==> config.mk <==
export PLATFORM = sky130hd
export DESIGN_NAME = sdh_irq_ctrl
export DESIGN_NICKNAME = d
export VERILOG_FILES = /design/src/rtl/sdh_irq_pkg.sv /design/src/rtl/sdh_irq_regs.sv /design/src/rtl/sdh_irq_acmd.sv /design/src/rtl/sdh_irq_status.sv /design/src/rtl/sdh_irq_ctrl.sv
export SDC_FILE = /design/constraint.sdc
export NUM_CORES = 1
export LEC_CHECK = 0
export ABC_AREA = 1
export CAP_MARGIN = 20
export CORE_ASPECT_RATIO = 1.2
export CORE_MARGIN = 5
export CORE_UTILIZATION = 34
export CTS_CLUSTER_DIAMETER = 200
export CTS_CLUSTER_SIZE = 14
export DETAILED_ROUTE_END_ITERATION = 16
export GPL_ROUTABILITY_DRIVEN = 0
export PLACE_DENSITY = 0.68
export SLEW_MARGIN = 20
export SYNTH_ARGS = -nofsm -noshare
export SYNTH_HDL_FRONTEND = slang
export SYNTH_SLANG_ARGS = --single-unit
export TNS_END_PERCENT = 10
==> constraint.sdc <==
create_clock -name clk -period 1.4 [get_ports clk]
set_input_delay 0.14 -clock clk [delete_from_list [all_inputs] [get_ports clk]]
set_output_delay 0.14 -clock clk [all_outputs]
set_load 0.01 [all_outputs]
==> src/rtl/sdh_irq_pkg.sv <==
package sdh_irq_pkg;

  localparam int unsigned DW         = 32;
  localparam int unsigned ACMD_W     = 6;
  localparam int unsigned LIVE_W     = 5;
  localparam int unsigned LIVE_LSB   = 8;
  localparam int unsigned SUM_BIT    = 15;
  localparam int unsigned ERR_LSB    = 16;
  localparam int unsigned ACMD_BIT   = 24;

  // bit sets of the status word
  localparam logic [DW-1:0] LATCH_BITS = 32'h37FF_00FF;
  localparam logic [DW-1:0] LIVE_BITS  = 32'h0000_1F00;
  localparam logic [DW-1:0] SUM_MASK   = 32'h0000_8000;
  localparam logic [DW-1:0] MASK_BITS  = LATCH_BITS | LIVE_BITS | SUM_MASK;
  localparam logic [DW-1:0] FORCE_BITS = 32'h03FF_0000;

  // register offsets
  localparam int unsigned OFF_STAT  = 'h30;
  localparam int unsigned OFF_EN    = 'h34;
  localparam int unsigned OFF_SIG   = 'h38;
  localparam int unsigned OFF_ACMD  = 'h3C;
  localparam int unsigned OFF_FORCE = 'h50;

  typedef struct packed {
    logic stat;
    logic en;
    logic sig;
    logic force_evt;
  } wr_sel_t;

endpackage

==> src/rtl/sdh_irq_regs.sv <==
module sdh_irq_regs
  import sdh_irq_pkg::*;
#(
  parameter int unsigned ADDR_W = 8
) (
  input  logic              clk,
  input  logic              rst,
  input  logic [ADDR_W-1:0] bus_addr,
  input  logic              bus_we,
  input  logic [DW-1:0]     bus_wdata,
  output logic [DW-1:0]     en_q,
  output logic [DW-1:0]     sig_q,
  output logic [DW-1:0]     clr_vec,
  output logic [DW-1:0]     frc_err,
  output logic [ACMD_W-1:0] frc_acmd
);

  wr_sel_t sel;

  always_comb begin
    sel           = '0;
    sel.stat      = bus_we && (bus_addr == ADDR_W'(OFF_STAT));
    sel.en        = bus_we && (bus_addr == ADDR_W'(OFF_EN));
    sel.sig       = bus_we && (bus_addr == ADDR_W'(OFF_SIG));
    sel.force_evt = bus_we && (bus_addr == ADDR_W'(OFF_FORCE));
  end

  always_ff @(posedge clk) begin
    if (rst) begin
      en_q  <= '0;
      sig_q <= '0;
    end else begin
      if (sel.en)  en_q  <= bus_wdata & MASK_BITS;
      if (sel.sig) sig_q <= bus_wdata & MASK_BITS;
    end
  end

  always_comb begin
    clr_vec  = sel.stat      ? (bus_wdata & LATCH_BITS) : '0;
    frc_err  = sel.force_evt ? (bus_wdata & FORCE_BITS) : '0;
    frc_acmd = sel.force_evt ? {bus_wdata[7], bus_wdata[4:0]} : '0;
  end

  // a mask write lands, restricted to implemented bits
  a_r11_mask_write: assert property (@(posedge clk) disable iff (rst)
    sel.en |=> (en_q == ($past(bus_wdata) & MASK_BITS)));

endmodule

==> src/rtl/sdh_irq_acmd.sv <==
module sdh_irq_acmd
  import sdh_irq_pkg::*;
(
  input  logic              clk,
  input  logic              rst,
  input  logic              load,
  input  logic [ACMD_W-1:0] load_val,
  input  logic [ACMD_W-1:0] frc,
  output logic [ACMD_W-1:0] acmd_q,
  output logic              acmd_any
);

  logic [ACMD_W-1:0] base;

  always_comb base = load ? load_val : acmd_q;

  always_ff @(posedge clk) begin
    if (rst) acmd_q <= '0;
    else     acmd_q <= base | frc;
  end

  assign acmd_any = |acmd_q;

  // injected auto-command bits are present on the next cycle
  a_r10_force_sets: assert property (@(posedge clk) disable iff (rst)
    (|frc) |=> ((acmd_q & $past(frc)) == $past(frc)));

endmodule

==> src/rtl/sdh_irq_status.sv <==
module sdh_irq_status
  import sdh_irq_pkg::*;
#(
  parameter logic [DW-1:0] LATCH = LATCH_BITS
) (
  input  logic          clk,
  input  logic          rst,
  input  logic [DW-1:0] evt,
  input  logic [DW-1:0] frc_err,
  input  logic          acmd_any,
  input  logic [DW-1:0] en,
  input  logic [DW-1:0] clr,
  output logic [DW-1:0] stat_q
);

  logic [DW-1:0] acmd_vec;
  logic [DW-1:0] set_vec;

  always_comb begin
    acmd_vec           = '0;
    acmd_vec[ACMD_BIT] = acmd_any;
    set_vec            = (evt | frc_err | acmd_vec) & en & LATCH;
  end

  always_ff @(posedge clk) begin
    if (rst) stat_q <= '0;
    else     stat_q <= ((stat_q & ~clr) | set_vec) & LATCH;
  end

  // every enabled event is latched, even against a clear
  a_r5_set_wins: assert property (@(posedge clk) disable iff (rst)
    (|set_vec) |=> ((stat_q & $past(set_vec)) == $past(set_vec)));

  // no bit rises unless its enable was set
  a_r3_gated_rise: assert property (@(posedge clk) disable iff (rst)
    1'b1 |=> ((stat_q & ~$past(stat_q) & ~$past(en)) == '0));

  // a cleared bit without a new event falls
  a_r4_w1c: assert property (@(posedge clk) disable iff (rst)
    (|(clr & ~set_vec)) |=> ((stat_q & $past(clr & ~set_vec)) == '0));

endmodule

==> src/rtl/sdh_irq_ctrl.sv <==
module sdh_irq_ctrl
  import sdh_irq_pkg::*;
#(
  parameter int unsigned ADDR_W = 8
) (
  input  logic              clk,
  input  logic              rst,
  input  logic [ADDR_W-1:0] bus_addr,
  input  logic              bus_we,
  input  logic [31:0]       bus_wdata,
  output logic [31:0]       bus_rdata,
  input  logic [31:0]       evt_pulse,
  input  logic [4:0]        live_lvl,
  input  logic              acmd_load,
  input  logic [5:0]        acmd_result,
  output logic              irq
);

  logic [DW-1:0]     en_q, sig_q, clr_vec, frc_err, stat_q;
  logic [ACMD_W-1:0] frc_acmd, acmd_q;
  logic              acmd_any;
  logic [DW-1:0]     live_vec, sum_vec, vis;
  logic [DW-1:0]     acmd_word, rd_next;
  logic              irq_q;
  logic [DW-1:0]     rdata_q;

  sdh_irq_regs #(.ADDR_W(ADDR_W)) u_regs (
    .clk(clk), .rst(rst), .bus_addr(bus_addr), .bus_we(bus_we),
    .bus_wdata(bus_wdata), .en_q(en_q), .sig_q(sig_q),
    .clr_vec(clr_vec), .frc_err(frc_err), .frc_acmd(frc_acmd)
  );

  sdh_irq_acmd u_acmd (
    .clk(clk), .rst(rst), .load(acmd_load), .load_val(acmd_result),
    .frc(frc_acmd), .acmd_q(acmd_q), .acmd_any(acmd_any)
  );

  sdh_irq_status #(.LATCH(LATCH_BITS)) u_status (
    .clk(clk), .rst(rst), .evt(evt_pulse), .frc_err(frc_err),
    .acmd_any(acmd_any), .en(en_q), .clr(clr_vec), .stat_q(stat_q)
  );

  // visible status word: latched bits, live levels, summary
  always_comb begin
    live_vec                           = '0;
    live_vec[LIVE_LSB +: LIVE_W]       = live_lvl;
    sum_vec                            = '0;
    sum_vec[SUM_BIT]                   = |stat_q[DW-1:ERR_LSB];
    vis = stat_q | (live_vec & en_q & LIVE_BITS) | sum_vec;
  end

  always_comb begin
    acmd_word      = '0;
    acmd_word[4:0] = acmd_q[4:0];
    acmd_word[7]   = acmd_q[5];
  end

  always_comb begin
    if (bus_addr == ADDR_W'(OFF_STAT))      rd_next = vis;
    else if (bus_addr == ADDR_W'(OFF_EN))   rd_next = en_q;
    else if (bus_addr == ADDR_W'(OFF_SIG))  rd_next = sig_q;
    else if (bus_addr == ADDR_W'(OFF_ACMD)) rd_next = acmd_word;
    else                                    rd_next = '0;
  end

  always_ff @(posedge clk) begin
    if (rst) begin
      rdata_q <= '0;
      irq_q   <= 1'b0;
    end else begin
      rdata_q <= rd_next;
      irq_q   <= |(vis & sig_q);
    end
  end

  assign bus_rdata = rdata_q;
  assign irq       = irq_q;

  // a latched, signal-enabled bit raises the request next cycle
  a_r12_irq_raise: assert property (@(posedge clk) disable iff (rst)
    (|(stat_q & sig_q)) |=> irq);

  // a nonzero auto-command field sets status bit 24 when enabled
  a_r10_acmd_bit: assert property (@(posedge clk) disable iff (rst)
    (acmd_any && en_q[ACMD_BIT]) |=> stat_q[ACMD_BIT]);

endmodule

==> results of run 1 <==
==> final cells by class <==
type                       instances  area share
multi-input combinational        518      0.3590
tap                              175     0.03356
clock inverter                     4    0.003835
clock buffer                      12     0.03624
sequential                       109      0.3344
timing repair buffer             137      0.2094
inverter                          40     0.02359
==> synth_stat cells <==
library cell and number:
nand3_1 71, nor2_4 2, buf_6 7, buf_2 7
nand4_1 3, clkinv_1 1, buf_1 2, o21ai_0 18
a21oi_1 82, clkbuf_1 17, nand2_4 1, clkinv_2 1
nand3_2 1, inv_1 35, nor3_1 1, dfxtp_1 109
o2111ai_1 5, inv_4 1, nand2_1 202, nor2_1 88
conb_1 1, buf_4 10, a31oi_1 11, nor2_8 2
nor2_2 1, nand2_2 3, inv_2 2, o21ai_1 20
mux2i_1 1, or2_2 1
==> cells in the final DEF (no fill, tap or decap), drive strengths merged, types with 6 or more instances in the layout <==
master,instances
nand2,206
a31oi,11
clkdlybuf4s50,87
dfxtp,109
buf,41
a21oi,82
nor2,93
nand3,72
inv,38
o21ai,38
clkbuf,12
dlymetal6s2s,6
==> critical path, stage by stage <==
cell and delay, ns:
clkdlybuf4s50_1 0.48, nor2_4 0.19, nand3_2 0.11, nor2_4 0.19
buf_12 0.22, nand2_1 0.07, a31oi_1 0.22
==> state kept, by name, indices dropped and copies added, names as in the netlist <==
register and cells:
irq 1, u_acmd.acmd_q 6, u_regs.en_q 27, u_status.stat_q 21
bus_rdata 27, u_regs.sig_q 27
==> per-stage QoR <==
step	worst slack, ns	hold WS, ns	std cells
3_5_place_dp	-0.3446	0.4546	979
3_3_place_gp	-0.3138	0.4489	979
5_1_grt	-0.02943	0.2676	995
4_1_cts	0.003285	0.2110	995
2_1_floorplan	0.2608	0.2749	710
6_report	0.03396	0.2211	995
==> how the worst max path moves through the flow <==
| stage | to | depth (start not counted) |
|---|---|---|
| floorplan | u_status.stat_q[25] | 8 |
| global placement | bus_rdata[24] | 10 |
| detailed placement | bus_rdata[24] | 10 |
| CTS | bus_rdata[6] | 1 |
| global route | bus_rdata[24] | 8 |
| finish | bus_rdata[24] | 7 |
==> routing by layer <==
metal,track usage,part of all wire,up-vias
met4,0.04825,0.016,0
met5,0,0,-
met1,0.2098,0.43,2271
met2,0.3015,0.50,143
met3,0.03549,0.057,15
li1,-,-,2506
==> cell families (layout without fill, tap and decap cells) <==
| kind of cell | Yosys count | in the layout | share of synthesized area |
|---|---|---|---|
| AO/OA/AOI/OAI | 136 | 136 | 0.1454 |
| multiplexers | 1 | 1 | 0.002040 |
| AND/OR/NAND/NOR | 376 | 376 | 0.3226 |
| buffers and inverters | 83 | 193 | 0.08442 |
| flip-flops | 109 | 109 | 0.4448 |
| other | 1 | 5 | 0.0007644 |
==> timing repair <==
action | in CTS | in global routing
resized for setup | 4 | 11
setup endpoints to repair | 4 | 40
setup buffers | 0 | 0
pin swaps | 0 | 1
==> where the power goes <==
| group | switching [mW] | internal, mW | leakage, nW |
|---|---|---|---|
| combinational | 0.247 | 0.244 | 1.64 |
| clock | 1.13 | 1.20 | 0.123 |
| sequential | 0.00835 | 3.11 | 0.879 |
| total | 1.38 | 4.56 | 2.64 |
==> flow_summary.yaml, run 1 <==
status:
  status: "complete, no violations"
synth:
  ys_ff_latch: 109
  synth_area_leaders: "dfxtp_1 (44%), nand2_1 (15%), a21oi_1 (8.4%)"
  netlist_area_sq_mm: 0.004906
  synthCells: 706
  yosysTopAreaCellShare: 0.4448
  ys_warn_count: 0
  synth.largest_area_cell: "dfxtp_1"
  syn_area_per_cell_sq_um: 6.949
  ys_types: 30
  ys_seq_area_frac: 0.4448
min_path:
  min_to: "u_status.stat_q[0]"
  hp-start: "bus_we"
  hp-class: "in2reg"
  whs_path_depth: 4
timing:
  maxSlewViolCount: 0
  layout_worst_path_cycle_share: 0.9757
  setup_viol: 0
  grt_setup_unrepaired: "true"
  fin_worst_skew_ns: 0.01003
  setup_tns_ns: 0
  max_freq_mhz: 732.0
  hold_violations: 0
  period_needed_ns: 1.366
power:
  power.total_mw: 5.942
  p_per_area_mw_per_mm2: 910.6
  peakVddDrop_uv: 513.9
  power_leakage_nw: 2.640
global_route:
  grt_max_degree: 41
  antenna_found_initial: 0
  grt_overflow_total: 0
  grt_pass1_vias: 4619
  grtUsageTotal: 0.1705
  grt_first_pass_wirelength_um: 23340
job:
  maxCapViolCount: 0
critical_path:
  criticalPathCategory: "in2reg"
  crit_path_start_kind: "input pin"
  rr_worst_depth: 5
  worst_r2r_startpoint: "u_status.stat_q[28]"
  required_ns: 1.66
  cp.arrival_ns: 1.62
  startpoint: "bus_addr[1]"
  end_kind: "register"
  r2r_end: "bus_rdata[15]"
  reg2reg_slack_ns: 0.22
  crit_fanout: 30
die:
  core-area_sq_mm: 0.01429
  die_h_um: 141.6
  start_util: 0.3432
  die_w_um: 119.7
  dieArea_sq_mm: 0.01694
  rows: 48
  io-pin-count: 120
clock_tree:
  clk_latency_ns: 0.35
  cts_tree: "done"
  cts_made_buffers: 9
  htree_num_levels: 3
  cts.clk_slew.worst_paths_ns: 0.07
  cts.sinks: 109
  clock-root-buffer: "clkbuf_16"
  cts_hold_buffers: 0
  clock_path_buffers: 2
placement:
  io_buffer_count: 98
  hpwlAfterDp_um: 10530
  placed_area_sq_mm: 0.006233
finish:
  drive_gt1_frac: 0.09024
  diodes: 0
  utilization: 0.4565
  area_delta_synth_final_pct: 33.00
  n_fill_cell: 1470
  regArea_sq_mm: 0.002182
  final_design_area_no_fill_sq_mm: 0.006525
  nets: 902
  multi_input_area_sq_mm: 0.002342
routing:
  num_vias: 4935
  drc: 0
  drtPass1Iterations: 4
  vias_per_cell: 4.960
  postRouteWirelength_um: 14620
  drtAntennaViolNets: 0
  wl_per_cell_um: 14.69
  initialDrtViolationCount: 339
Note: power is estimated with default switching activity, not from simulation.
==> inputs of run 2 (changes only) <==
ABC_AREA = 0   (was 1)
CTS_CLUSTER_DIAMETER = 40   (was 200)
PLACE_DENSITY = 0.67   (was 0.68)
==> flow_summary.yaml, run 2 <==
finish:
  area_delta_synth_final_pct: 37.74
  drive_gt1_frac: 0.2129
  n_fill_cell: 1340
  layout_common_cells: "nand2_1 (143), dfxtp_1 (109), clkdlybuf4s50_1 (89)"
  utilization: 0.4793
  final_design_area_no_fill_sq_mm: 0.006937
  diodes: 0
  instances_no_fill: 895
  layout.cells.most_common: "nand2_1"
  nets: 777
routing:
  num_vias: 4664
  vias_per_cell: 5.211
  drtPass1Iterations: 5
  wl_per_cell_um: 17.55
  drtAntennaViolNets: 0
  initialDrtViolationCount: 478
  drc: 0
  postRouteWirelength_um: 15710
die:
  dieArea_sq_mm: 0.01736
  die_h_um: 143.3
  core-area_sq_mm: 0.01447
  die_w_um: 121.1
  io-pin-count: 120
  rows: 48
  start_util: 0.3479
critical_path:
  end_kind: "register"
  criticalPathCategory: "in2reg"
  cp.arrival_ns: 1.59
  crit_path_start_kind: "input pin"
  slowest_stage: "clkdlybuf4s50_1"
  max_stage_delay_ns: 0.50
  required_ns: 1.64
  worst_r2r_startpoint: "u_status.stat_q[28]"
  crit_chain: "clkdlybuf4s50_1 > and2b_2 > and3_1 > buf_12 > a21oi_1 > o21bai_1"
  startpoint: "bus_addr[2]"
  crit_fanout: 16
timing:
  fin_ws_ns: 0.04206
  period_needed_ns: 1.358
  maxSlewViolCount: 0
  max_freq_mhz: 736.4
  fin_worst_skew_ns: 0.01066
  setup_viol: 0
  layout_worst_path_cycle_share: 0.9700
  grt_setup_unrepaired: "true"
  hold_violations: 0
placement:
  pre_cts_ws_ns: -0.3865
  io_buffer_count: 98
  placed_area_sq_mm: 0.006412
  hpwlAfterDp_um: 11170
  numPlacedInstances: 874
job:
  maxCapViolCount: 0
power:
  power_leakage_nw: 2.441
  power.total_mw: 6.491
  peakVddDrop_uv: 745.5
  p_per_area_mw_per_mm2: 935.7
clock_tree:
  clock_path_buffers: 2
  cts_tree: "done"
  clk_latency_ns: 0.35
  cts.clk_slew.worst_paths_ns: 0.07
  cts.sinks: 109
  htree_num_levels: 3
  clock-root-buffer: "clkbuf_16"
  cts_made_buffers: 9
global_route:
  grt_overflow_total: 0
  grt_pass1_vias: 4745
  grt_first_pass_wirelength_um: 24390
  grt_max_degree: 50
  grtUsageTotal: 0.1771
  antenna_found_initial: 0
synth:
  syn_area_per_cell_sq_um: 8.698
  ys_ff_latch: 109
  ys_types: 44
  synthArstFlopShare: 0
  synth.largest_area_cell: "dfxtp_1"
  yosysTopAreaCellShare: 0.4333
  synth_ff_type: "dfxtp_1"
  ys_seq_area_frac: 0.4333
  ys_warn_count: 0
  synth_common_cells: "nand2_1 (145), dfxtp_1 (109), a21oi_2 (55)"
  synth_area_leaders: "dfxtp_1 (43%), nand2_1 (11%), a21oi_2 (9.6%)"
  yosysMostFrequentCell: "nand2_1"
  synthCells: 579
  synth_edf_count: 0
  netlist_area_sq_mm: 0.005036
min_path:
  hp-class: "in2reg"
  hp-start: "rst"
status:
  status: "complete, no violations"
run 2: cell count changes in the layout (fill, tap and decap cells not counted), sizes merged, moves of 10 or more:
| cell | before | now |
|---|---|---|
| a31oi | 11 | 1 |
| nor3 | 1 | 11 |
| nand3 | 72 | 7 |
| a21oi | 82 | 107 |
| a22oi | 0 | 15 |
| nand2 | 206 | 145 |
| o221a | 0 | 16 |
| nor2 | 93 | 9 |
| nand2b | 0 | 26 |
| o21bai | 0 | 10 |
| inv | 38 | 17 |
| o21ai | 38 | 16 |
run 2: power breakdown:
group / switching (mW) / internal [mW] / total (mW)
clock: 1.16 / 1.66 / 2.82
combinational: 0.258 / 0.285 / 0.543
sequential: 0.0122 / 3.11 / 3.12
run 2: area by class of cell:
| cell class | instances | area (sq um) | share of cell area |
|---|---|---|---|
| well taps | 200 | 250.2 | 0.03608 |
| repair buffers | 142 | 1564 | 0.2255 |
| clock buffers | 12 | 256.5 | 0.03698 |
| multi-input cells | 411 | 2550 | 0.3676 |
| inverters | 17 | 63.81 | 0.009199 |
| clock inverters | 4 | 70.07 | 0.01010 |
| flip-flops and latches | 109 | 2182 | 0.3146 |
run 2: per-stage QoR:
step | hold slack, ns | setup TNS (ns)
floorplan | 0.2760 | 0
global placement | 0.4549 | -31.97
detailed placement | 0.4630 | -34.68
CTS | 0.2538 | -0.01718
global route | 0.2853 | -0.004263
finish | 0.2624 | 0
run 2: worst max-delay path, delay by kind of cell:
| kind | cells | cell delay (ns) |
|---|---|---|
| AOI/OAI and AO/OA | 2 | 0.31 |
| buffers and inverters | 2 | 0.66 |
| and+or+nand+nor | 2 | 0.47 |
run 2: path summary, 6_finish.rpt:
path	to	slack, ns	cells past startpoint
setup / recovery	u_status.stat_q[22]	0.04	6
hold / removal	u_regs.sig_q[21]	0.26	3
setup reg to reg	bus_rdata[15]	0.08	3
hold reg to reg	u_status.stat_q[4]	0.48	2
run 2: logic make-up after synthesis:
family / after synthesis / share of synthesized area
compound gates: 178 / 0.2663
buf+inv: 63 / 0.07802
flops: 109 / 0.4333
mux: 6 / 0.01193
other cells: 1 / 0.0007446
simple gates: 222 / 0.2097
run 2: timing repair:
| item | in CTS | in global routing |
|---|---|---|
| buffers inserted | 0 | 1 |
| gates resized for setup | 4 | 34 |
| pin swaps | 0 | 6 |
| cloned | 0 | 4 |
| setup endpoints to repair | 5 | 101 |
| hold buffers | 0 | 0 |
run 2: routing by layer:
layer	routed length, um	track usage
met1	6356	0.2167
met2	7853	0.3056
met3	996	0.02756
met4	497	0.08234
met5	0	0
